**config.mk**
```make
export PLATFORM = sky130hd
export DESIGN_NAME = ld_spec_replay
export DESIGN_NICKNAME = d
export VERILOG_FILES = /design/src/rtl/lsr_pkg.sv /design/src/rtl/lsr_history.sv /design/src/rtl/lsr_replay.sv /design/src/rtl/lsr_fill.sv /design/src/rtl/ld_spec_replay.sv
export SDC_FILE = /design/constraint.sdc
export NUM_CORES = 1
export LEC_CHECK = 0
export ABC_AREA = 1
export BUFFER_PORTS_ARGS = -buffer_cell sky130_fd_sc_hd__clkbuf_2
export CAP_MARGIN = 20
export CORE_MARGIN = 5
export CORE_UTILIZATION = 30
export DETAILED_ROUTE_END_ITERATION = 8
export PLACE_DENSITY = 0.54
export SYNTH_ARGS = -nofsm -noshare
export SYNTH_HDL_FRONTEND = slang
export SYNTH_SLANG_ARGS = --single-unit
```
**constraint.sdc**
```tcl
create_clock -name clk -period 2.68 [get_ports clk]
set_input_delay 0.402 -clock clk [delete_from_list [all_inputs] [get_ports clk]]
set_output_delay 0.402 -clock clk [all_outputs]
set_load 0.02 [all_outputs]
```
**src/rtl/lsr_pkg.sv**
```systemverilog
package lsr_pkg;
  typedef enum logic [1:0] {
    K_NONE  = 2'd0,
    K_PLAIN = 2'd1,
    K_SPEC  = 2'd2,
    K_HELD  = 2'd3
  } kind_e;

  // Sort an issued instruction into its tracking class.
  function automatic kind_e classify(input logic is_ld, input logic pred_hit,
                                     input logic spec_off);
    if (!is_ld) return K_PLAIN;
    if (pred_hit && !spec_off) return K_SPEC;
    return K_HELD;
  endfunction
endpackage

```
**src/rtl/lsr_history.sv**
```systemverilog
module lsr_history #(
  parameter int TAG_W = 6,
  parameter int DEPTH = 5
) (
  input  logic                        clk,
  input  logic                        rst,
  input  logic                        in_vld,
  input  logic [TAG_W-1:0]            in_tag,
  input  logic [1:0]                  in_kind,
  input  logic                        kill,
  output logic [DEPTH-1:0]            h_vld,
  output logic [DEPTH-1:0][TAG_W-1:0] h_tag,
  output logic [DEPTH-1:0][1:0]       h_kind
);
  // Slot k holds the instruction issued k+1 edges ago; kill drops every
  // entry that moves into slots 1..DEPTH-1 on this edge.
  always_ff @(posedge clk) begin
    if (rst) begin
      h_vld  <= '0;
      h_tag  <= '0;
      h_kind <= '0;
    end else begin
      h_vld[0]  <= in_vld;
      h_tag[0]  <= in_tag;
      h_kind[0] <= in_kind;
      for (int k = 1; k < DEPTH; k++) begin
        h_vld[k]  <= h_vld[k-1] && !kill;
        h_tag[k]  <= h_tag[k-1];
        h_kind[k] <= h_kind[k-1];
      end
    end
  end
endmodule

```
**src/rtl/lsr_replay.sv**
```systemverilog
module lsr_replay #(
  parameter int TAG_W = 6,
  parameter int N     = 4
) (
  input  logic                    clk,
  input  logic                    rst,
  input  logic                    load,
  input  logic [N-1:0]            in_vld,
  input  logic [N-1:0][TAG_W-1:0] in_tag,
  output logic                    busy,
  output logic [TAG_W-1:0]        tag
);
  localparam int CW = $clog2(N + 1);

  logic [N-1:0][TAG_W-1:0] q;
  logic [CW-1:0]           cnt;

  // Compact valid tags, index N-1 (oldest) first, into q[0], q[1], ...
  function automatic logic [N-1:0][TAG_W-1:0] pack_tags(
      input logic [N-1:0] v, input logic [N-1:0][TAG_W-1:0] t);
    logic [N-1:0][TAG_W-1:0] o;
    int j;
    o = '0;
    j = 0;
    for (int i = N - 1; i >= 0; i--) begin
      if (v[i]) begin
        o[j] = t[i];
        j++;
      end
    end
    return o;
  endfunction

  always_ff @(posedge clk) begin
    if (rst) begin
      q   <= '0;
      cnt <= '0;
    end else if (load) begin
      q   <= pack_tags(in_vld, in_tag);
      cnt <= CW'($countones(in_vld));
    end else if (cnt != '0) begin
      for (int i = 0; i < N - 1; i++) q[i] <= q[i+1];
      q[N-1] <= '0;
      cnt    <= cnt - 1'b1;
    end
  end

  assign busy = (cnt != '0);
  assign tag  = q[0];


  always_comb begin
    cnt_bound_chk: assert (rst || cnt <= CW'(N));
  end
endmodule

```
**src/rtl/lsr_fill.sv**
```systemverilog
module lsr_fill #(
  parameter int TAG_W = 6,
  parameter int NPEND = 4
) (
  input  logic             clk,
  input  logic             rst,
  input  logic             alloc,
  input  logic [TAG_W-1:0] alloc_tag,
  input  logic             fill_v,
  input  logic [TAG_W-1:0] fill_tag,
  output logic             wake_v,
  output logic [TAG_W-1:0] wake_tag,
  output logic             full
);
  localparam int IW = (NPEND > 1) ? $clog2(NPEND) : 1;

  logic [NPEND-1:0]            pv;
  logic [NPEND-1:0][TAG_W-1:0] ptag;
  logic [NPEND-1:0]            hitv;
  logic [IW-1:0]               free_idx;

  function automatic logic [IW-1:0] first_free(input logic [NPEND-1:0] v);
    logic [IW-1:0] idx;
    idx = '0;
    for (int i = NPEND - 1; i >= 0; i--) if (!v[i]) idx = i[IW-1:0];
    return idx;
  endfunction

  always_comb begin
    for (int i = 0; i < NPEND; i++) hitv[i] = fill_v && pv[i] && (ptag[i] == fill_tag);
  end

  assign free_idx = first_free(pv);
  assign full     = &pv;

  always_ff @(posedge clk) begin
    if (rst) begin
      pv       <= '0;
      ptag     <= '0;
      wake_v   <= 1'b0;
      wake_tag <= '0;
    end else begin
      wake_v   <= |hitv;
      wake_tag <= fill_tag;
      for (int i = 0; i < NPEND; i++) if (hitv[i]) pv[i] <= 1'b0;
      if (alloc && !full) begin
        pv[free_idx]   <= 1'b1;
        ptag[free_idx] <= alloc_tag;
      end
    end
  end
endmodule

```
**src/rtl/ld_spec_replay.sv**
```systemverilog
module ld_spec_replay #(
  parameter int TAG_W    = 6,
  parameter int RES_LAT  = 5,
  parameter int WAKE_LAT = 3,
  parameter int NPEND    = 4
) (
  input  logic             clk,
  input  logic             rst,
  input  logic             spec_off,
  input  logic             iss_valid,
  input  logic [TAG_W-1:0] iss_tag,
  input  logic             iss_is_load,
  input  logic             iss_pred_hit,
  input  logic             res_valid,
  input  logic [TAG_W-1:0] res_tag,
  input  logic             res_hit,
  input  logic             fill_valid,
  input  logic [TAG_W-1:0] fill_tag,
  output logic             wake_spec_valid,
  output logic [TAG_W-1:0] wake_spec_tag,
  output logic             wake_res_valid,
  output logic [TAG_W-1:0] wake_res_tag,
  output logic             wake_fill_valid,
  output logic [TAG_W-1:0] wake_fill_tag,
  output logic             replay_busy,
  output logic [TAG_W-1:0] replay_tag
);
  import lsr_pkg::*;

  localparam int OLD = RES_LAT - 1;   // slot of the load whose outcome is due
  localparam int WIN = RES_LAT - 1;   // younger slots inside its window
  localparam int TMR = WAKE_LAT - 1;  // slot whose timer wake is due

  logic [1:0]                   kind_in;
  logic [RES_LAT-1:0]           h_vld;
  logic [RES_LAT-1:0][TAG_W-1:0] h_tag;
  logic [RES_LAT-1:0][1:0]      h_kind;

  // Named events for assertions and clarity.
  logic res_match, spec_miss, spec_hit, held_hit, to_pend, timer_due, pend_full;

  assign kind_in = classify(iss_is_load, iss_pred_hit, spec_off);

  lsr_history #(.TAG_W(TAG_W), .DEPTH(RES_LAT)) u_hist (
    .clk(clk), .rst(rst), .in_vld(iss_valid), .in_tag(iss_tag),
    .in_kind(kind_in), .kill(spec_miss),
    .h_vld(h_vld), .h_tag(h_tag), .h_kind(h_kind)
  );

  assign res_match = res_valid && h_vld[OLD] && (h_kind[OLD] != K_PLAIN)
                     && (h_tag[OLD] == res_tag);
  assign spec_miss = res_match && (h_kind[OLD] == K_SPEC) && !res_hit;
  assign spec_hit  = res_match && (h_kind[OLD] == K_SPEC) && res_hit;
  assign held_hit  = res_match && (h_kind[OLD] == K_HELD) && res_hit;
  assign to_pend   = res_match && !res_hit;
  assign timer_due = h_vld[TMR] && (h_kind[TMR] == K_SPEC) && !spec_miss;

  lsr_replay #(.TAG_W(TAG_W), .N(WIN)) u_replay (
    .clk(clk), .rst(rst), .load(spec_miss),
    .in_vld(h_vld[WIN-1:0]), .in_tag(h_tag[WIN-1:0]),
    .busy(replay_busy), .tag(replay_tag)
  );

  lsr_fill #(.TAG_W(TAG_W), .NPEND(NPEND)) u_fill (
    .clk(clk), .rst(rst), .alloc(to_pend), .alloc_tag(h_tag[OLD]),
    .fill_v(fill_valid), .fill_tag(fill_tag),
    .wake_v(wake_fill_valid), .wake_tag(wake_fill_tag), .full(pend_full)
  );

  always_ff @(posedge clk) begin
    if (rst) begin
      wake_spec_valid <= 1'b0;
      wake_spec_tag   <= '0;
      wake_res_valid  <= 1'b0;
      wake_res_tag    <= '0;
    end else begin
      wake_spec_valid <= timer_due;
      wake_spec_tag   <= h_tag[TMR];
      wake_res_valid  <= held_hit;
      wake_res_tag    <= h_tag[OLD];
    end
  end


  replay_overlap_chk: assert property (@(posedge clk) disable iff (rst)
    spec_miss |-> !replay_busy);

  spec_hit_quiet_chk: assert property (@(posedge clk) disable iff (rst)
    spec_hit |=> !$rose(replay_busy));

  held_no_cancel_chk: assert property (@(posedge clk) disable iff (rst)
    (res_match && (h_kind[OLD] == K_HELD)) |=> !$rose(replay_busy));

  timer_kind_chk: assert property (@(posedge clk) disable iff (rst)
    wake_spec_valid |-> ($past(h_kind[TMR]) == K_SPEC));

  res_wake_src_chk: assert property (@(posedge clk) disable iff (rst)
    wake_res_valid |-> (($past(h_kind[OLD]) == K_HELD) && $past(res_hit)));

  pend_room_chk: assert property (@(posedge clk) disable iff (rst)
    to_pend |-> !pend_full);
endmodule

```
======== Yosys cells after proc, flatten, opt, wreduce, memory -nomap -nowiden ========
Cells that the tools add are included.
storage, ports and cells
  input bits .............................. 27
  output and inout port bits .............. 28
  register bits ........................... 115
  word-level logic and storage cells ...... 142
operators by class
  magnitude comparators ................... 8
  bitwise operators ....................... 1
  reduce and logical (&&, ||, !) cells .... 36
  muxes and demuxes ....................... 56
  $add $sub $neg .......................... 6
  equality and inequality tests ........... 9
operator list
  cell                   number
  $mux 32                8
  $mux 24                9
  $bwmux 24              4
  $ge 32x1->1 const B    3
  $lt 32x4->1 const B    3
  $add 32x2->32 const B  2
  $demux 6 s2            4
  $mux 6                 7
  $eq 6x6->1             5
  $logic_and 1x1->1      28
  $mux 2                 8
  $mux 1                 12
  $eq 2x2->1 const B     3
  $mux 3                 2
  $add 1x1->2            2
  $logic_not 1->1        4
  $mux 4                 1
  $or 4x4->4             1
  $reduce_and 4->1       1
  $reduce_or 4->1        1
  $add 3x3->3            1
  $lt 2x3->1 const B     1
  $reduce_bool 3->1      1
  $sub 3x1->3 const B    1
  other kinds (4)        4

======== Depth between registers and ports, before layout ========
Gate-level depths: netlist of run 1.
  word-level depth ........................ 22
  depth in mapped cells ................... 14
  depth with buffers taken out ............ 12

======== Modules after synthesis ========
From an unflattened synthesis of run 1, not the netlist that was laid out.
second synthesis, totals
  cells, all modules ...................... 806
  area, all modules ....................... 5,720.5 um^2
modules (own cells, without submodules)
  module          area an instance (um^2)  sequential area each (um^2)  times used  cells an instance
  lsr_replay      2,220.9                  540.5                        1           355
  lsr_fill        1,635.3                  700.7                        1           227
  lsr_history     1,298.7                  900.9                        1           141
  ld_spec_replay  565.5                    280.3                        1           83

======== Worst setup path before layout of run 1 ========
Ideal clock, no wire load.
  path kind ............................... flip-flop to flip-flop
  start ................................... reg u_hist.h_vld[3]
  end ..................................... reg u_replay.q[6] (netlist name)
  cell stages (with the launch flop) ...... 14
  data arrival time ....................... 1,978 ps
  clock period less this slack ............ 2,110 ps
  path slack .............................. 570 ps
  library setup time ...................... 132 ps
  required time ........................... 2,548 ps
  path buffers ............................ 2
  cell sequence ........................... dfxtp_1 clkbuf_1 inv_1 ha_1 inv_1 nand2_1 nand2_1 nor2_2 nand2_1 buf_2 o21ai_0 nand2_1 nand2_1 a21oi_1
on the way
  word-level cells in the longest chain between the ends .. 18
  elaborated cells on any way between the ends .. 37
  those cells by class .................... add/sub (2); order compare (6); mux (26); reduce/logical (3)
ends and longest elaborated chain
  item                                                                RTL line                            source
  start, declared                                                     lsr_history.sv:11                   output logic [DEPTH-1:0] h_vld,
  start signal, assigned by index                                     lsr_history.sv:27                   h_vld[k] <= h_vld[k-1] && !kill;
  $mux 1 *                                                            lsr_replay.sv:26                    if (v[i]) begin
  $mux 32 *                                                           lsr_replay.sv:38                    end else if (load) begin
  $mux 32 *                                                           lsr_replay.sv:35                    if (rst) begin
  $add 32x2->32 (tied with other cells)                               lsr_replay.sv:28                    j++;
  $mux 32 or $logic_and 1x1->1 (tied branches)                        lsr_replay.sv:26, lsr_replay.sv:27
  $mux 32 or $mux 6 (tied branches)                                   lsr_replay.sv:38, lsr_replay.sv:27
  $mux 32 or $demux 6 s2 (tied branches)                              --
  $add 32x2->32 (tied with other cells)                               lsr_replay.sv:28
  [2 not listed]                                                      --
  $mux 32 (tied with other cells)                                     lsr_replay.sv:35
  $ge 32x1->1 (implied by the code) (tied with other cells)           lsr_replay.sv:27                    o[j] = t[i];
  $logic_and 1x1->1 (implied by the code) or $mux 24 (tied branches)  lsr_replay.sv:27, lsr_replay.sv:26
  $mux 6 (implied by the code) or $mux 24 (tied branches)             lsr_replay.sv:27, lsr_replay.sv:38
  $demux 6 s2 or $mux 24 (tied branches)                              --
  $bwmux 24                                                           lsr_replay.sv:27
  $mux 24 *                                                           lsr_replay.sv:26
  $mux 24 *                                                           lsr_replay.sv:38
  end signal, assigned                                                lsr_replay.sv:39                    q <= pack_tags(in_vld, in_tag);
  end, declared                                                       lsr_replay.sv:15                    logic [N-1:0][TAG_W-1:0] q;
Every way passes the cells marked *; elsewhere a longest branch is shown, timed or not. The select of a mux whose other input is x is not followed.
A chain may end at the register's enable or synchronous reset.

======== Worst setup path in the final report of run 1 ========
  start ................................... reg u_hist.h_vld[2]
  end ..................................... reg u_replay.q[10] (netlist name)
on the way
  word-level cells in the longest chain between the ends .. 14
  elaborated cells on any way between the ends .. 27
  those cells by class .................... add/sub (1); order compare (4); mux (20); reduce/logical (2)
ends and longest elaborated chain
  item                                                                RTL line
  $mux 32                                                             lsr_replay.sv:26
  $mux 32                                                             lsr_replay.sv:38
  $mux 32                                                             lsr_replay.sv:35
  $add 32x2->32 (tied with other cells)                               lsr_replay.sv:28
  $mux 32 or $logic_and 1x1->1 (tied branches)                        lsr_replay.sv:26, lsr_replay.sv:27
  $mux 32 or $mux 6 (tied branches)                                   lsr_replay.sv:38, lsr_replay.sv:27
  $mux 32 or $demux 6 s2 (tied branches)                              --
  $ge 32x1->1 (implied by the code) (tied with other cells)           lsr_replay.sv:27
  $logic_and 1x1->1 (implied by the code) or $mux 24 (tied branches)  lsr_replay.sv:27, lsr_replay.sv:26
  $mux 6 (implied by the code) or $mux 24 (tied branches)             lsr_replay.sv:27, lsr_replay.sv:38
  $demux 6 s2 or $mux 24 (tied branches)                              --
  $bwmux 24                                                           lsr_replay.sv:27
  $mux 24 *                                                           lsr_replay.sv:26
  $mux 24 *                                                           lsr_replay.sv:38
Marked as above.

==> results_dict.tcl, run 1 <==
set metrics [dict create \
    fillers 1876 \
    place.gp.congestion 0.826 \
    cts_setup_buffers 0 \
    post_drt_wl_per_cell_um 13.4 \
    layout.cells.non_filler 1032 \
    ioPinCount 55 \
    die-area_um2 20200 \
    finalCriticalPeriod_ps 2350 \
    r2r_cells 10 \
    max_freq_mhz 425 \
    synthTopCellsByArea "dfxtp_1 44%, nand2_1 13%, nor2_1 8.3%" \
    crit_fanout 14 \
    holdWs_ps 161 \
    end_kind "flop" \
    hold_violations 0 \
    areaGrowthSynthToFinish_pct 18.5 \
    rrSetupSlack_ps 330 \
    ys_ff_latch 115 \
    path_buf_inv 1 \
    via_per_inst 4.46 \
    netlist_instances 759 \
    cp_top_family "simple AND/OR/NAND/NOR gates" \
    tightest_slew_ps 929 \
    fin_crit_sh_pct 87.7 \
    rsz0062_at_grt "no" \
    setup_viol 0 \
    cts.path.max_buffers 2 \
    vias 4602 \
    cp-start-kind "flop" \
    grt_overflow 0 \
    rows 48 \
    relSlewSlack_pct 38.1 \
    dp_hpwl_mm 9.46 \
    coreArea_um2 17200 \
    die_height_um 142 \
    synth_top_area_cell "dfxtp_1" \
    worst_hold_path_type "primary input to flop" \
    p_total_w 0.00454 \
    synth_seq_area_share_pct 44.0 \
    power.density_nw_per_um2 731 \
    grt_usage_pct 14.3 \
    drc_errors 0 \
    num-nets-final 830 \
    fin_skew_ps 11.3 \
    avgSynthCellArea_um2 6.90 \
    antenna_found_initial 0 \
    grt_max_degree 84 \
    fin_setup_tns_ps 0 \
    post-place-cells 1000 \
    yosysUniqueCellTypes 30 \
    yosysWarnings 0 \
    io_buffer_count 54 \
    routed_wl_mm 13.8 \
    maxCapViolations 0 \
    htreeDepth 4 \
    drt-pass1-iter-count 4 \
    async_flop_share_pct 0 \
    critical-path-slowest-cell "dfxtp_1" \
    grt_pass1_wl_mm 22.7 \
    cts.sinks 115 \
    status "completed" \
    drive_gt1_share_pct 13.1 \
    cts_made_buffers 17 \
    final_util_pct 36.0 \
    syn_nets 795 \
    maxSlewViolCount 0 \
    critPathArrivalTime_ps 2620 \
    leakagePower_nw 2.95 \
    clkLatencyLatePin_ps 420 \
    fp.dieW_um 142 \
    diodes 0 \
    cts_resized 0 \
    crit_top_cell "nand2_1" \
    crit_chain "inv_1 -> ha_1 -> nand2_2 -> nand2_1 -> nor2_2 -> nand2_2 -> o21ai_0 -> nand2_1 -> nand2_1 -> a21oi_1" \
    start_util_pct 30.4 \
    synth_edf_count 0 \
    cts_tree "done" \
    detail_route.iter0.violations 253 \
    ys.flop_type "dfxtp_1" \
    worst_path_largest_cell_delay_ps 400 \
    grt_pass1_vias 4384 \
    worstPathRequired_ps 2950 \
    cts_root_buffer "clkbuf_16" \
    cp_num_cells 10 \
    synth_top_cell_area_share_pct 44.0 \
    peakVddDrop_mv 0.434 \
    cts_hold_buf 0 \
    synth.top_cells.by_count "181 x nand2_1, 116 x nor2_1, 115 x dfxtp_1" \
    path_clk_slew_ps 60 \
    antenna_left 0 \
    critical_path_class "flop to flop" \
    hold_depth 3 \
    netlist_area_um2 5240 \
    post-synth-top-count-cell "nand2_1" \
]
[worst min-delay path: stages]
cell      delay, ps
clkbuf_2         80
inv_1            40
nor2_1           30
[power breakdown]
group,leakage (nW),internal [W],total (W),switching (W)
Clock,0.272,0.00137,0.00223,0.000863
Combinational,1.74,0.000139,0.000513,0.000374
Sequential,0.934,0.00176,0.00179,0.0000322
Total,2.95,0.00327,0.00454,0.00127
[cell usage in the layout, fill, tap and decap left out, drive strengths merged, types with 2 or more instances in the layout]
master / synthesis / final
nand4: 12 / 12
clkinvlp: 0 / 5
nor2: 123 / 123
clkbuf: 24 / 71
ha: 9 / 9
clkinv: 0 / 6
nand2: 182 / 182
xor2: 15 / 15
inv: 102 / 104
o22ai: 3 / 3
nand3: 46 / 46
buf: 20 / 6
bufinv: 0 / 2
a21oi: 38 / 38
dfxtp: 115 / 115
o21ai: 58 / 58
nor3: 6 / 6
[stage by stage]
| step | setup WS, ps | cell area, um^2 |
|---|---|---|
| after floorplan | 570 | 5240 |
| after global placement | 321 | 5620 |
| after detailed placement | 273 | 5620 |
| after CTS | 257 | 6200 |
| after global routing | 48.4 | 6210 |
| final | 329 | 6210 |
[flip-flops by register name, summed over array words and instances, names as in the netlist]
name and cells:
u_hist.h_tag 30, u_fill.ptag 24, u_replay.q 18, u_hist.h_kind 10, u_fill.wake_tag 6, u_replay.tag 6, wake_res_tag 6, u_hist.h_vld 5
u_fill.pv 4, u_replay.cnt 3, u_fill.wake_v 1, wake_res_valid 1, wake_spec_valid 1
[final timing paths]
path / from / end
worst max-delay path: u_hist.h_vld[2] / u_replay.q[10]
worst min-delay path: iss_tag[0] / u_hist.h_tag[0]
worst max register to register: u_hist.h_vld[2] / u_replay.q[10]
worst min register to register: u_hist.h_kind[7] / u_hist.h_kind[9]
[per-layer routing]
metal,track usage [%],wire length [um],part of all wire (%),up-vias
li1,-,-,-,2417
met1,18.1,6310,46,2068
met2,23.1,6480,47,90
met4,6.72,365,2.6,0
met3,3.19,697,5.0,27
met5,0,0,0,-
[logic make-up (layout without fill, tap and decap cells)]
logic type / Yosys count / count (layout) / synth area share (%)
fa+ha+maj: 9 / 9 / 2.15
simple gates: 371 / 371 / 29.5
buf+inv: 146 / 194 / 11.6
xor+xnor: 16 / 16 / 2.68
flops: 115 / 115 / 44.0
compound gates: 102 / 102 / 10.1
[layout make-up]
cell class                      instances  area, um^2  share of cell area, %
Timing Repair Buffer                   60         328                   5.28
Sequential cell                       115        2300                   37.1
Multi-Input combinational cell        498        2330                   37.5
Tap cell                              225         282                   4.54
Inverter                              102         383                   6.17
Clock buffer                           17         425                   6.85
Clock inverter                         15         160                   2.58
Power figures use the tool's default switching activity.
==> inputs of run 2 (changes only) <==
--- a/config.mk
+++ b/config.mk
@@ -6,12 +6,13 @@
 export NUM_CORES = 1
 export LEC_CHECK = 0
 export ABC_AREA = 1
-export BUFFER_PORTS_ARGS = -buffer_cell sky130_fd_sc_hd__clkbuf_2
 export CAP_MARGIN = 20
-export CORE_MARGIN = 5
+export CORE_MARGIN = 10
 export CORE_UTILIZATION = 30
 export DETAILED_ROUTE_END_ITERATION = 8
-export PLACE_DENSITY = 0.54
+export DONT_BUFFER_PORTS = 1
+export PLACE_DENSITY = 0.52
 export SYNTH_ARGS = -nofsm -noshare
 export SYNTH_HDL_FRONTEND = slang
 export SYNTH_SLANG_ARGS = --single-unit
+export TNS_END_PERCENT = 10
==> results_dict.tcl, run 2 (synthesis results as in run 1) <==
set metrics [dict create \
    leakagePower_nw 2.73 \
    p_total_w 0.00447 \
    crit_fanout 14 \
    cts.path.max_buffers 2 \
    drt-pass1-iter-count 5 \
    cts_resized 0 \
    final_cell_mix "181 x nand2_1, 116 x nor2_1, 115 x dfxtp_1, 101 x inv_1, 55 x o21ai_0" \
    r2r_cells 10 \
    crit_top_cell "nand2_1" \
    hold_end "u_hist.h_vld[0]" \
    cts_root_buffer "clkbuf_16" \
    grt_max_degree 85 \
    htreeDepth 4 \
    worstPathRequired_ps 2990 \
    rows 48 \
    layout_commonest_cell "nand2_1" \
    timing.rr.start "u_hist.h_vld[2]" \
    top_regs "u_hist.h_tag: 30 flops, u_fill.ptag: 24 flops, u_replay.q: 18 flops" \
    num-nets-final 777 \
    maxSlewViolCount 0 \
    power.density_nw_per_um2 755 \
    max_freq_mhz 441 \
    antenna_found_initial 0 \
    vias 4422 \
    via_per_inst 4.53 \
    worst_hold_path_type "primary input to flop" \
    diodes 0 \
    grt_pass1_vias 4222 \
    drc_errors 0 \
    rsz0062_at_grt "no" \
    status "completed" \
    worstHoldStart "rst" \
    cts_setup_buffers 0 \
    fp.dieW_um 152 \
    areaGrowthSynthToFinish_pct 13.1 \
    largest_reg_flops 30 \
    grt_pass1_wl_mm 22.6 \
    r2r-end "u_replay.q[9]" \
    routed_wl_mm 13.9 \
    finalCriticalPeriod_ps 2270 \
    grt_overflow 0 \
    cts_hold_buf 0 \
    regMostFlops "u_hist.h_tag" \
    cp-start-kind "flop" \
    tightest_slew_ps 515 \
    setup_viol 0 \
    worst_path_largest_cell_delay_ps 390 \
    crit_chain "inv_1 -> ha_1 -> nand2_2 -> nand2_1 -> nor2_2 -> nand2_1 -> o21ai_0 -> nand2_1 -> nand2_1 -> a21oi_1" \
    coreArea_um2 17200 \
    critical-path-slowest-cell "dfxtp_1" \
    rrSetupSlack_ps 410 \
    postPlaceCellArea_um2 5340 \
    cts.sinks 115 \
    cts_made_buffers 17 \
    grt_usage_pct 12.2 \
    die_height_um 152 \
    maxCapViolations 0 \
    clkLatencyLatePin_ps 420 \
    critPathArrivalTime_ps 2580 \
    fin_crit_sh_pct 84.6 \
    start_util_pct 30.5 \
    io_buffer_count 0 \
    antenna_left 0 \
    end_kind "flop" \
    hold_depth 1 \
    relSlewSlack_pct 65.5 \
    hold_violations 0 \
    path_clk_slew_ps 50 \
    peakVddDrop_mv 0.457 \
    dp_hpwl_mm 9.63 \
    drive_gt1_share_pct 6.26 \
    critical_path_class "flop to flop" \
    fin_skew_ps 16.6 \
    die-area_um2 23100 \
    ioPinCount 55 \
    fin_setup_tns_ps 0 \
    cts_tree "done" \
    post_drt_wl_per_cell_um 14.2 \
    fin_area_um2 5920 \
    place.gp.congestion 0.863 \
    detail_route.iter0.violations 307 \
]
[run 2: changes by cell type in the layout (fill, tap and decap cells not counted), moves of 2 or more]
cell        delta
buf_4          +2
clkbuf_2      -54
clkbuf_8       +5
clkbuf_1       +2
inv_6          -2
clkinvlp_4     -5
clkinv_4       -4
[run 2: final cells by class]
type / count / area (um^2)
clock buffers: 24 / 502
inverters: 102 / 383
flip-flops and latches: 115 / 2300
multi-input cells: 498 / 2320
fillers: 1923 / 11300
well taps: 225 / 282
repair buffers: 7 / 52.6
clock inverters: 5 / 75.1
[run 2: metrics by stage]
step                hold slack (ps)  std cells  setup WS, ps  util (%)
global route                   55.6        976           136      34.5
floorplan                       388        759           570         -
CTS                            48.7        976           427      34.5
global placement                390        947           497      31.1
detailed placement              396        947           446      31.1
finish                         68.8        976           412      34.5
[run 2: layer usage]
layer  routed length [um]  share of wire [%]  GRT usage (%)
met3                  670                4.8           3.81
met5                    0                  0              0
met1                 6060                 44           13.9
met4                  246                1.8           5.32
met2                 6900                 50           20.4
[run 2: worst max path at each step]
stage | cells past startpoint | end | from
2_1_floorplan | 13 | u_replay.q[6] | u_hist.h_vld[3]
3_3_place_gp | 9 | u_replay.q[13] | u_hist.h_vld[2]
3_5_place_dp | 10 | u_replay.q[9] | u_hist.h_vld[2]
4_1_cts | 10 | u_replay.q[9] | u_hist.h_vld[2]
5_1_grt | 10 | u_replay.q[9] | u_hist.h_vld[2]
6_report | 10 | u_replay.q[9] | u_hist.h_vld[2]
[run 2: power breakdown]
group	switching [W]	total (W)	internal [W]	leakage, nW
registers	0.0000414	0.00180	0.00176	0.934
clock network	0.000745	0.00221	0.00147	0.288
logic	0.000325	0.000454	0.000130	1.51
[run 2: worst max-delay path, delay by kind of cell (launching register included)]
kind                     cells  cell delay [ps]
AND/OR/NAND/NOR              6              990
flip-flops                   1              390
adder cells (fa/ha/maj)      1              370
AO/OA/AOI/OAI                2              300
buffers and inverters        1              130
==> inputs of run 3 (changes only) <==
--- a/config.mk
+++ b/config.mk
@@ -5,13 +5,13 @@
 export SDC_FILE = /design/constraint.sdc
 export NUM_CORES = 1
 export LEC_CHECK = 0
-export ABC_AREA = 1
+export ABC_AREA = 0
 export CAP_MARGIN = 20
 export CORE_MARGIN = 10
 export CORE_UTILIZATION = 30
 export DETAILED_ROUTE_END_ITERATION = 8
 export DONT_BUFFER_PORTS = 1
-export PLACE_DENSITY = 0.52
+export PLACE_DENSITY = 0.53
 export SYNTH_ARGS = -nofsm -noshare
 export SYNTH_HDL_FRONTEND = slang
 export SYNTH_SLANG_ARGS = --single-unit
==> constraint.sdc (replaced) <==
create_clock -name clk -period 1.85 [get_ports clk]
set_input_delay 0.2775 -clock clk [delete_from_list [all_inputs] [get_ports clk]]
set_output_delay 0.2775 -clock clk [all_outputs]
set_load 0.02 [all_outputs]
==> results_dict.tcl, run 3 <==
set metrics [dict create \
    grt_pass1_wl_mm 20.5 \
    num-nets-final 595 \
    path_buf_inv 0 \
    worst_path_largest_cell_delay_ps 440 \
    detail_route.iter0.violations 256 \
    synth_edf_count 0 \
    peakVddDrop_mv 0.827 \
    holdWs_ps 14.0 \
    syn_nets 574 \
    synth_top_cell_area_share_pct 46.0 \
    post-synth-top-count-cell "dfxtp_1" \
    grt_usage_pct 11.7 \
    layout.cells.non_filler 793 \
    critical-path-slowest-cell "nor4b_1" \
    path_clk_slew_ps 50 \
    fp.dieW_um 149 \
    avgSynthCellArea_um2 9.29 \
    ys_ff_latch 115 \
    via_per_inst 4.76 \
    critPathArrivalTime_ps 2090 \
    rrSetupSlack_ps 40 \
    largest_reg_flops 30 \
    fin_skew_ps 14.4 \
    max_freq_mhz 553 \
    cts.path.max_buffers 2 \
    antenna_found_initial 3 \
    maxSlewViolCount 0 \
    drive_gt1_share_pct 15.2 \
    top_regs "u_hist.h_tag: 30 flops, u_fill.ptag: 24 flops, u_replay.q: 18 flops" \
    yosysWarnings 0 \
    relSlewSlack_pct 65.9 \
    netlist_area_um2 5000 \
    rows 47 \
    netlist_instances 538 \
    cp_top_family "simple AND/OR/NAND/NOR gates" \
    hold_depth 2 \
    grt_use_met3_pct 4.88 \
    grt_busiest_layer "met2" \
    r2r_cells 5 \
    antenna_left 0 \
    finalCriticalPeriod_ps 1810 \
    worstPathRequired_ps 2130 \
    cp-start-kind "flop" \
    crit_chain "xor2_1 -> nor4b_1 -> nand4_2 -> mux2i_1 -> nor2_1" \
    post-place-cells 736 \
    status "completed" \
    met1_usage_pct 14.3 \
    dp_hpwl_mm 8.69 \
    fillers 1680 \
    swShare_pct 25.2 \
    leakagePower_nw 2.54 \
    regMostFlops "u_hist.h_tag" \
    drc_errors 0 \
    ioPinCount 55 \
    worstHoldStart "res_hit" \
    synth.top_cells.by_count "115 x dfxtp_1, 56 x nor2b_1, 50 x nand2_1" \
    htreeDepth 4 \
    r2r-end "u_fill.ptag[12]" \
    tightest_slew_ps 510 \
    cts_tree "done" \
    final_cell_mix "113 x dfxtp_1, 55 x nor2b_1, 48 x nand2_1, 44 x nor2_1, 32 x mux2i_1" \
    routed_wl_mm 12.7 \
    cts.sinks 115 \
    yosysUniqueCellTypes 46 \
    grt_max_degree 81 \
    coreArea_um2 16500 \
    maxCapViolations 0 \
    die-area_um2 22200 \
    end_kind "flop" \
    power.internal_w 0.00505 \
    rsz0062_at_grt "yes" \
    p_sw_w 0.00170 \
    start_util_pct 30.4 \
    ff_latch_area_um2 2300 \
    io_buffer_count 0 \
    drt-pass1-iter-count 5 \
    grt_use_met2_pct 17.7 \
    final_util_pct 37.6 \
    critical_path_class "flop to flop" \
    clkPwrFrac_pct 49.5 \
    ys.flop_type "dfxtp_1" \
    vias 3776 \
    place.gp.congestion 0.847 \
    synthTopCellsByArea "dfxtp_1 46%, nor2b_1 7.0%, mux2i_1 6.6%" \
    synth_top_area_cell "dfxtp_1" \
    power_frac_comb_pct 11.7 \
    multi_input_area_um2 2500 \
    grt_pass1_vias 3799 \
    async_flop_share_pct 0 \
    hold_end "wake_res_valid" \
    hold_violations 0 \
    fin_crit_sh_pct 97.8 \
    areaGrowthSynthToFinish_pct 23.7 \
    timing.rr.start "u_hist.h_tag[28]" \
    post_drt_wl_per_cell_um 16.0 \
    grt_overflow 0 \
    cts_made_buffers 17 \
    clkLatencyLatePin_ps 420 \
    seqPwrFrac_pct 38.8 \
    worst_hold_path_type "primary input to flop" \
    die_height_um 149 \
    power.density_nw_per_um2 1090 \
    layout_commonest_cell "dfxtp_1" \
    cts_root_buffer "clkbuf_16" \
    synth_seq_area_share_pct 46.0 \
    crit_fanout 7 \
    setup_viol 0 \
]
## run 3: cell count changes after synthesis, moves of 18 or more
cell / before / now
nor2b_1: 0 / 56
a22oi_1: 0 / 18
nand2_1: 181 / 50
mux2i_1: 0 / 33
o21ai_0: 55 / 2
nor2_1: 116 / 44
nand3_1: 45 / 12
inv_1: 101 / 5
## run 3: worst max-delay path by stage
stage                                start         endpoint  slack [ps]  cells past startpoint
after floorplan            u_hist.h_vld[3]   u_replay.q[10]         -30                      8
after global placement     u_hist.h_vld[2]  u_replay.tag[5]         110                      8
after detailed placement  u_hist.h_tag[25]  u_fill.ptag[18]          30                      5
after CTS                 u_hist.h_tag[25]  u_fill.ptag[18]         0.4                      5
after global routing      u_hist.h_tag[28]  u_fill.ptag[15]        -110                      5
final                     u_hist.h_tag[28]  u_fill.ptag[12]          40                      5
## run 3: final cells by class
cell class | instances | share of cell area (%)
well taps | 220 | 4.45
multi-input cells | 370 | 40.4
repair buffers | 49 | 7.63
clock buffers | 19 | 7.32
inverters | 6 | 0.384
diodes | 2 | 0.0809
flip-flops and latches | 115 | 37.3
clock inverters | 12 | 2.53
## run 3: stage by stage
step | power [W] | setup slack, ps | TNS, ps | instance area [um^2]
global route | 0.00703 | -107 | -684 | 6190
CTS | 0.00679 | 0.373 | 0 | 6120
global placement | 0.00328 | 107 | 0 | 5250
detailed placement | 0.00330 | 25.9 | 0 | 5250
finish | 0.00675 | 40.2 | 0 | 6190
floorplan | 0.00314 | -27.8 | -167 | 5020
## run 3: routing by layer
layer	vias up	wire length (um)
li1	1875	-
met3	15	902
met5	-	0
met2	84	5830
met4	0	239
met1	1802	5750
## run 3: timing repair
action,4_1_cts,5_1_grt
hold buffers,23,0
hold endpoints to repair,93,0
endpoints found under the setup margin,1,28
pin swaps,0,2
gates resized for setup,5,13
buffers inserted,0,1
gates cloned,0,0
## run 3: cell families after synthesis
kind of cell	count (synthesis)	synth area share [%]
compound gates	90	12.2
xor+xnor	32	5.61
fa+ha+maj	9	2.25
buf+inv	53	5.38
flops	115	46.0
mux	33	6.61
simple gates	206	21.9
## run 3: power groups by stage
stage | clock (W) | combinational (W) | sequential [W]
2_1_floorplan | 0 | 0.000498 | 0.00264
3_3_place_gp | 0 | 0.000625 | 0.00266
3_5_place_dp | 0 | 0.000639 | 0.00266
4_1_cts | 0.00341 | 0.000776 | 0.00261
5_1_grt | 0.00354 | 0.000866 | 0.00262
6_report | 0.00334 | 0.000793 | 0.00262
